`config.mk`:
```
export PLATFORM = sky130hd
export DESIGN_NAME = dual_issue_sb
export DESIGN_NICKNAME = d
export VERILOG_FILES = /design/src/rtl/iss_pkg.sv /design/src/rtl/sb_regs.sv /design/src/rtl/unit_track.sv /design/src/rtl/pair_pick.sv /design/src/rtl/dual_issue_sb.sv
export SDC_FILE = /design/constraint.sdc
export NUM_CORES = 1
export LEC_CHECK = 0
export ABC_AREA = 0
export BUFFER_PORTS_ARGS = -buffer_cell sky130_fd_sc_hd__clkbuf_2
export CAP_MARGIN = 30
export CORE_UTILIZATION = 35
export DETAILED_ROUTE_END_ITERATION = 10
export PLACE_DENSITY_LB_ADDON = 0.25
export SLEW_MARGIN = 20
export SYNTH_ARGS = -nofsm -noshare
export SYNTH_HDL_FRONTEND = slang
export SYNTH_SLANG_ARGS = --single-unit
export TNS_END_PERCENT = 10
```
`constraint.sdc`:
```
create_clock -name clk -period 9.4 [get_ports clk]
set_input_delay 0.47 -clock clk [delete_from_list [all_inputs] [get_ports clk]]
set_output_delay 0.47 -clock clk [all_outputs]
set_load 0.03 [all_outputs]
```
`src/rtl/iss_pkg.sv`:
```
package iss_pkg;
  typedef enum logic [2:0] {
    C_ALU = 3'd0, C_BR = 3'd1, C_DIV = 3'd2, C_LD = 3'd3, C_ST = 3'd4, C_FP = 3'd5
  } cls_t;

  typedef enum logic [2:0] {
    U_NONE = 3'd0, U_ALU0 = 3'd1, U_ALU1 = 3'd2, U_LSU0 = 3'd3, U_LSU1 = 3'd4, U_FPU = 3'd5
  } unit_t;

  // unused codes fall back to simple integer
  function automatic cls_t kind(input logic [2:0] c);
    if (c > 3'd5) return C_ALU;
    return cls_t'(c);
  endfunction

  function automatic logic has_dst(input cls_t k);
    return k != C_ST;
  endfunction
endpackage

```
`src/rtl/sb_regs.sv`:
```
module sb_regs #(
  parameter int NREG = 32,
  parameter int RW   = 5,
  parameter int CW   = 5
) (
  input  logic                  clk,
  input  logic                  rst,
  input  logic                  flush,
  input  logic [1:0]            wr_en,
  input  logic [1:0][RW-1:0]    wr_idx,
  input  logic [1:0][CW-1:0]    wr_val,
  output logic [NREG-1:0]       busy
);
  assign busy[0] = 1'b0;

  for (genvar r = 1; r < NREG; r++) begin : g_reg
    logic [CW-1:0] cnt;
    always_ff @(posedge clk) begin
      if (rst || flush)                               cnt <= '0;
      else if (wr_en[0] && wr_idx[0] == RW'(r))       cnt <= wr_val[0];
      else if (wr_en[1] && wr_idx[1] == RW'(r))       cnt <= wr_val[1];
      else if (cnt != '0)                             cnt <= cnt - 1'b1;
    end
    assign busy[r] = (cnt != '0);
  end


  sb_flush_chk: assert property (@(posedge clk) disable iff (rst)
    flush |=> (busy == '0));


  sb_load_chk: assert property (@(posedge clk) disable iff (rst)
    (wr_en[0] && wr_val[0] != '0 && !flush) |=> busy[$past(wr_idx[0])]);
endmodule

```
`src/rtl/unit_track.sv`:
```
module unit_track #(
  parameter int DIV_LAT = 20,
  parameter int ST_OCC  = 3,
  localparam int DW = $clog2(DIV_LAT + 1),
  localparam int SW = $clog2(ST_OCC + 1)
) (
  input  logic       clk,
  input  logic       rst,
  input  logic       flush,
  input  logic       div_go,
  input  logic [1:0] st_go,
  output logic       div_busy,
  output logic [1:0] lsu_busy
);
  logic [DW-1:0] div_cnt;

  always_ff @(posedge clk) begin
    if (rst || flush)      div_cnt <= '0;
    else if (div_go)       div_cnt <= DW'(DIV_LAT - 1);
    else if (div_cnt != 0) div_cnt <= div_cnt - 1'b1;
  end
  assign div_busy = (div_cnt != '0);

  for (genvar u = 0; u < 2; u++) begin : g_lsu
    logic [SW-1:0] occ;
    always_ff @(posedge clk) begin
      if (rst || flush)   occ <= '0;
      else if (st_go[u])  occ <= SW'(ST_OCC - 1);
      else if (occ != 0)  occ <= occ - 1'b1;
    end
    assign lsu_busy[u] = (occ != '0);
  end


  ut_div_chk: assert property (@(posedge clk) disable iff (rst)
    (div_go && !flush) |=> div_busy);


  ut_store_chk: assert property (@(posedge clk) disable iff (rst)
    (st_go[0] && !flush) |=> lsu_busy[0]);
endmodule

```
`src/rtl/pair_pick.sv`:
```
module pair_pick
  import iss_pkg::*;
#(
  parameter int NREG = 32,
  parameter int RW   = 5
) (
  input  logic            flush,
  input  logic            v0,
  input  cls_t            k0,
  input  logic [RW-1:0]   d0, a0, b0,
  input  logic            v1,
  input  cls_t            k1,
  input  logic [RW-1:0]   d1, a1, b1,
  input  logic [NREG-1:0] busy,
  input  logic            div_busy,
  input  logic [1:0]      lsu_busy,
  output logic            iss0,
  output logic            iss1,
  output unit_t           u0,
  output unit_t           u1
);
  unit_t c0, c1;
  logic  raw0, raw1, intra, lane0_young;

  always_comb begin
    raw0 = busy[a0] | busy[b0] | (has_dst(k0) & busy[d0]);
    raw1 = busy[a1] | busy[b1] | (has_dst(k1) & busy[d1]);
    intra = has_dst(k0) && d0 != '0 &&
            (a1 == d0 || b1 == d0 || (has_dst(k1) && d1 == d0));
    lane0_young = v1 && (k1 == C_BR || k1 == C_DIV);

    c0 = U_NONE;
    unique case (k0)
      C_ALU:       c0 = (lane0_young || div_busy) ? U_ALU1 : U_ALU0;
      C_BR, C_DIV: c0 = div_busy ? U_NONE : U_ALU0;
      C_LD, C_ST:  c0 = !lsu_busy[0] ? U_LSU0 : (!lsu_busy[1] ? U_LSU1 : U_NONE);
      default:     c0 = U_FPU;
    endcase

    c1 = U_NONE;
    unique case (k1)
      C_ALU:
        if (c0 != U_ALU1)                      c1 = U_ALU1;
        else if (!div_busy && c0 != U_ALU0)    c1 = U_ALU0;
      C_BR, C_DIV:
        if (!div_busy && c0 != U_ALU0)         c1 = U_ALU0;
      C_LD, C_ST:
        if (!lsu_busy[0] && c0 != U_LSU0)      c1 = U_LSU0;
        else if (!lsu_busy[1] && c0 != U_LSU1) c1 = U_LSU1;
      default:
        if (c0 != U_FPU)                       c1 = U_FPU;
    endcase

    iss0 = v0 && !flush && !raw0 && c0 != U_NONE;
    iss1 = iss0 && v1 && !raw1 && !intra && c1 != U_NONE;
    u0   = iss0 ? c0 : U_NONE;
    u1   = iss1 ? c1 : U_NONE;
  end
endmodule

```
`src/rtl/dual_issue_sb.sv`:
```
module dual_issue_sb
  import iss_pkg::*;
#(
  parameter int NREG    = 32,
  parameter int DIV_LAT = 20,
  parameter int LD_LAT  = 5,
  parameter int ST_OCC  = 3,
  parameter int FP_LAT  = 4,
  localparam int RW = $clog2(NREG),
  localparam int CW = $clog2(DIV_LAT + 1)
) (
  input  logic          clk,
  input  logic          rst,
  input  logic          flush,
  input  logic          s0_vld,
  input  logic [2:0]    s0_cls,
  input  logic [RW-1:0] s0_rd,
  input  logic [RW-1:0] s0_rs1,
  input  logic [RW-1:0] s0_rs2,
  input  logic          s1_vld,
  input  logic [2:0]    s1_cls,
  input  logic [RW-1:0] s1_rd,
  input  logic [RW-1:0] s1_rs1,
  input  logic [RW-1:0] s1_rs2,
  output logic [1:0]    issue_cnt,
  output logic [2:0]    s0_unit,
  output logic [2:0]    s1_unit,
  output logic          stall
);
  cls_t             k0, k1;
  logic [NREG-1:0]  busy;
  logic             div_busy, iss0, iss1, div_go;
  logic [1:0]       lsu_busy, st_go, wr_en;
  logic [1:0][RW-1:0] wr_idx;
  logic [1:0][CW-1:0] wr_val;
  unit_t            u0, u1;

  assign k0 = kind(s0_cls);
  assign k1 = kind(s1_cls);

  function automatic logic [CW-1:0] wait_of(input cls_t k);
    unique case (k)
      C_DIV:   return CW'(DIV_LAT - 1);
      C_LD:    return CW'(LD_LAT - 1);
      C_FP:    return CW'(FP_LAT - 1);
      default: return '0;
    endcase
  endfunction

  pair_pick #(.NREG(NREG), .RW(RW)) u_pick (
    .flush(flush), .v0(s0_vld), .k0(k0), .d0(s0_rd), .a0(s0_rs1), .b0(s0_rs2),
    .v1(s1_vld), .k1(k1), .d1(s1_rd), .a1(s1_rs1), .b1(s1_rs2),
    .busy(busy), .div_busy(div_busy), .lsu_busy(lsu_busy),
    .iss0(iss0), .iss1(iss1), .u0(u0), .u1(u1)
  );

  always_comb begin
    wr_en[0]  = iss0 && has_dst(k0) && s0_rd != '0;
    wr_en[1]  = iss1 && has_dst(k1) && s1_rd != '0;
    wr_idx[0] = s0_rd;
    wr_idx[1] = s1_rd;
    wr_val[0] = wait_of(k0);
    wr_val[1] = wait_of(k1);
    div_go    = (iss0 && k0 == C_DIV) || (iss1 && k1 == C_DIV);
    st_go[0]  = (iss0 && k0 == C_ST && u0 == U_LSU0) || (iss1 && k1 == C_ST && u1 == U_LSU0);
    st_go[1]  = (iss0 && k0 == C_ST && u0 == U_LSU1) || (iss1 && k1 == C_ST && u1 == U_LSU1);
  end

  sb_regs #(.NREG(NREG), .RW(RW), .CW(CW)) u_sb (
    .clk(clk), .rst(rst), .flush(flush),
    .wr_en(wr_en), .wr_idx(wr_idx), .wr_val(wr_val), .busy(busy)
  );

  unit_track #(.DIV_LAT(DIV_LAT), .ST_OCC(ST_OCC)) u_units (
    .clk(clk), .rst(rst), .flush(flush),
    .div_go(div_go), .st_go(st_go), .div_busy(div_busy), .lsu_busy(lsu_busy)
  );

  always_ff @(posedge clk) begin
    if (rst) begin
      issue_cnt <= '0;
      s0_unit   <= '0;
      s1_unit   <= '0;
      stall     <= 1'b0;
    end else begin
      issue_cnt <= {1'b0, iss0} + {1'b0, iss1};
      s0_unit   <= u0;
      s1_unit   <= u1;
      stall     <= !flush && ((s0_vld && !iss0) || (s0_vld && s1_vld && !iss1));
    end
  end


  order_chk: assert property (@(posedge clk) disable iff (rst)
    iss1 |-> iss0);


  distinct_unit_chk: assert property (@(posedge clk) disable iff (rst)
    (iss0 && iss1) |-> (u0 != u1));


  div_lane_chk: assert property (@(posedge clk) disable iff (rst)
    div_busy |-> (u0 != U_ALU0 && u1 != U_ALU0));


  flush_out_chk: assert property (@(posedge clk) disable iff (rst)
    flush |=> (issue_cnt == 2'd0 && !stall));
endmodule

```
==> results_dict.tcl <==
set metrics [dict create \
    cts-root-buf "sky130_fd_sc_hd__clkbuf_16" \
    outcome "completed" \
    post_synth_instance_area_mm2 0.0125 \
    drt.antenna.violating_nets 0 \
    crit_path_start_kind "primary input" \
    grt_start_max_net_pins 78 \
    clock_latency_of_the_later_clocked_register_in_the_worst_skew_pair_ns 0.46 \
    synth_flop_cell "sky130_fd_sc_hd__dfxtp_1" \
    detail_route.vias_per_cell 6.28 \
    leakage_power_nw 4.84 \
    cts-buffers-inserted 17 \
    drt-total-wl_mm 51.3 \
    port-buffer-count 49 \
    fillCellCount 3589 \
    p_sw_w 0.00251 \
    avgRoutedWirePerCell_um 25.0 \
    number_of_buffers_on_the_longest_clock_path 2 \
    syn_area_per_cell_um2 7.91 \
    grt_first_pass_wirelength_mm 76.5 \
    ys_seq_area_share_pct 27.7 \
    placementRows 68 \
    ir_worst_vdd_mv 0.214 \
    cts_setup_buffers 0 \
    hold_ws_ns 0.360 \
    finalWorstPathRequiredPeriod_ns 4.95 \
    drt_drc_violations_left 0 \
    fin_skew_ns 0.0155 \
    dieWidth_um 191 \
    area.sequential_mm2 0.00346 \
    kind_of_critical_path "primary input to flop" \
    die_h_um 191 \
    power_density_mw_per_mm2 389 \
    layout.nets 1661 \
    crit_path_required_time_ns 9.76 \
    timing.final.hold_violations 0 \
    postSynthRegisterBits 173 \
    slew_headroom_pct 23.1 \
    placer_congestion_estimate 1.01 \
    cts_num_sinks 173 \
    fraction_of_registers_with_async_set_or_reset_after_synthesis_pct 0 \
    area_of_the_multi_input_gates_mm2 0.00836 \
    tritoncts "yes" \
    crit_path_end_kind "flop" \
    gr-usage-all-layers_pct 28.3 \
    io_pins 50 \
    postSynthNetCount 1652 \
    area.growth.synth_to_final_pct 11.6 \
    clockPowerShare_pct 14.6 \
    cts.clk_slew.worst_paths_ns 0.07 \
    power.switching_fraction_pct 46.3 \
    postCtsHoldBufs 0 \
    synth_edf_count 0 \
    yosys_warnings 0 \
    power_w 0.00542 \
    synth_cell_type_count 88 \
    grt_antenna_before_repair 0 \
    finalSetupViolCount 0 \
    critical_path.max_fanout 24 \
    grt_setup_unrepaired "no" \
    finalSetupTns_ns 0 \
    core_region_area_mm2 0.0348 \
    post-route-period-util_pct 52.7 \
    min-delay-path-class "primary input to flop" \
    detail_route.first_pass.iterations 6 \
    tightest_slew_ns 1.15 \
    via_count_of_the_first_global_routing_pass 12100 \
    cap_viol_max_count 0 \
    comb_power_share_pct 64.5 \
    globalRoute.totalOverflow 0 \
    clock_tree.htree_level_count 4 \
    power.sequential.fraction_pct 20.9 \
    design.die.area_mm2 0.0364 \
    hpwl_mm 37.6 \
    via_count 12900 \
    cts.repair.resized 0 \
    antennaDiodeCount 0 \
    max_freq_mhz 202 \
    cp_data_arrival_time_ns 5.31 \
    drt_first_iter_violations 1459 \
    layout-drive-gt1-share_pct 13.8 \
    synthCells 1578 \
    timing.final.max_slew_violations 0 \
    p_int_w 0.00291 \
    initial_core_util_pct 35.9 \
]
[per-layer routing]
| metal | part of all wire (%) | GRT usage (%) |
|---|---|---|
| met1 | 42 | 37.0 |
| met2 | 44 | 44.1 |
| met3 | 8.4 | 5.04 |
| met4 | 5.3 | 15.1 |
| met5 | 0 | 0 |
[power groups by stage]
stage	clock network [W]	logic, W	registers (W)
final	0.000791	0.00350	0.00114
after global routing	0.000829	0.00375	0.00116
after global placement	0	0.00339	0.00114
after detailed placement	0	0.00342	0.00114
after CTS	0.000801	0.00343	0.00113
after floorplan	0	0.00246	0.00110
[sequential cells by signal (all words and copies together) (netlist names)]
register,count
s0_unit,3
s1_unit,3
u_sb.g.cnt,155
u_units.div_cnt,5
stall,1
u_units.g_lsu.occ,4
issue_cnt,2
[critical path: stages]
cell and delay [ns]:
sky130_fd_sc_hd__clkbuf_2 0.36, sky130_fd_sc_hd__nand2b_1 0.38, sky130_fd_sc_hd__nor2_1 0.79, sky130_fd_sc_hd__a22oi_1 0.23, sky130_fd_sc_hd__and4_4 0.27, sky130_fd_sc_hd__a211oi_4 0.34, sky130_fd_sc_hd__nand4_4 0.37, sky130_fd_sc_hd__inv_2 0.38
sky130_fd_sc_hd__nand2_1 0.41, sky130_fd_sc_hd__nor2_2 0.94, sky130_fd_sc_hd__a21oi_1 0.16, sky130_fd_sc_hd__o22ai_1 0.17
[cell families (layout without fill, tap and decap cells)]
group	after synthesis	after routing	share of synthesized area, %
compound gates	422	422	21.9
mux	54	54	6.14
flops	173	173	27.7
buf+inv	183	205	5.91
fa+ha+maj	33	33	3.31
xor+xnor	91	91	6.38
simple gates	622	622	28.6
[cell usage after synthesis, types with 9 or more instances]
master,count,share of area (%)
sky130_fd_sc_hd__o31ai_1,10,0.60
sky130_fd_sc_hd__nor3b_1,17,1.0
sky130_fd_sc_hd__a221oi_1,9,0.63
sky130_fd_sc_hd__buf_2,32,1.3
sky130_fd_sc_hd__nor4_1,11,0.55
sky130_fd_sc_hd__ha_1,33,3.3
sky130_fd_sc_hd__a211oi_1,17,1.0
sky130_fd_sc_hd__nand3b_1,9,0.54
sky130_fd_sc_hd__xnor2_1,77,5.4
sky130_fd_sc_hd__nor2b_1,20,1.0
sky130_fd_sc_hd__mux2i_1,32,2.6
sky130_fd_sc_hd__nand3_1,46,1.8
sky130_fd_sc_hd__a21oi_1,122,4.9
sky130_fd_sc_hd__a22oi_1,35,2.1
sky130_fd_sc_hd__nand2b_1,19,0.95
sky130_fd_sc_hd__xor2_1,14,0.98
sky130_fd_sc_hd__a21boi_0,17,1.0
sky130_fd_sc_hd__mux4_2,16,2.9
sky130_fd_sc_hd__nand4_1,27,1.4
sky130_fd_sc_hd__o22ai_1,56,2.8
sky130_fd_sc_hd__or3_1,9,0.45
sky130_fd_sc_hd__inv_1,79,2.4
sky130_fd_sc_hd__nor4b_4,13,2.5
sky130_fd_sc_hd__nor2_1,144,4.3
sky130_fd_sc_hd__o21ai_0,45,1.8
sky130_fd_sc_hd__nor4b_2,13,1.6
sky130_fd_sc_hd__clkbuf_1,61,1.8
sky130_fd_sc_hd__nand2_1,114,3.4
sky130_fd_sc_hd__a31oi_1,37,1.9
sky130_fd_sc_hd__dfxtp_1,173,28
sky130_fd_sc_hd__nor3_1,120,4.8
[final timing paths]
path                            cells after the start                 endpoint               startpoint  slack, ns
worst max-delay path                               12    u_sb.g_reg[26].cnt[4]                 s0_rd[3]       4.45
worst max register to register                     13    u_sb.g_reg[26].cnt[4]    u_sb.g_reg[30].cnt[0]       4.48
worst min-delay path                                2             issue_cnt[0]                      rst       0.36
worst min register to register                      1  u_units.g_lsu[1].occ[0]  u_units.g_lsu[1].occ[0]       0.45
[layout make-up]
| cell class | count | share of cell area [%] |
|---|---|---|
| flip-flops and latches | 173 | 24.8 |
| clock buffers | 18 | 3.08 |
| well taps | 455 | 4.08 |
| multi-input cells | 1222 | 60.0 |
| inverters | 80 | 2.15 |
| clock inverters | 14 | 1.49 |
| repair buffers | 93 | 4.38 |
[through the flow]
stage,utilization [%],instances,setup slack (ns),area [um2]
after global placement,38.0,2019,4.43,13200
after global routing,40.1,2055,4.33,13900
final,40.1,2055,4.45,13900
after detailed placement,38.1,2020,4.21,13300
after floorplan,-,1578,6.19,12500
after CTS,39.9,2052,4.65,13900
[placed cells by master (no fill, tap or decap), types with 9 or more instances in the layout]
cell                          n
sky130_fd_sc_hd__mux4_2      16
sky130_fd_sc_hd__or3_1        9
sky130_fd_sc_hd__ha_1        33
sky130_fd_sc_hd__xor2_1      14
sky130_fd_sc_hd__a21oi_1    122
sky130_fd_sc_hd__nand2b_1    19
sky130_fd_sc_hd__o21ai_0     45
sky130_fd_sc_hd__nor3_1     117
sky130_fd_sc_hd__nor2_1     142
sky130_fd_sc_hd__a31oi_1     37
sky130_fd_sc_hd__nor4b_2     19
sky130_fd_sc_hd__nor4b_4     13
sky130_fd_sc_hd__a21boi_0    17
sky130_fd_sc_hd__inv_1       79
sky130_fd_sc_hd__a22oi_1     35
sky130_fd_sc_hd__nand3b_1     9
sky130_fd_sc_hd__nand2_1    114
sky130_fd_sc_hd__nor2b_1     19
sky130_fd_sc_hd__a221oi_1     9
sky130_fd_sc_hd__a211oi_1    17
sky130_fd_sc_hd__o31ai_1     10
sky130_fd_sc_hd__nand4_1     27
sky130_fd_sc_hd__dfxtp_1    173
sky130_fd_sc_hd__xnor2_1     77
sky130_fd_sc_hd__nor3b_1     17
sky130_fd_sc_hd__nor4_1      11
sky130_fd_sc_hd__clkbuf_16   17
sky130_fd_sc_hd__buf_4       40
sky130_fd_sc_hd__mux2i_1     32
sky130_fd_sc_hd__o22ai_1     56
sky130_fd_sc_hd__clkbuf_2    49
sky130_fd_sc_hd__nand3_1     46
No activity file was read; power rests on OpenSTA's default activity.
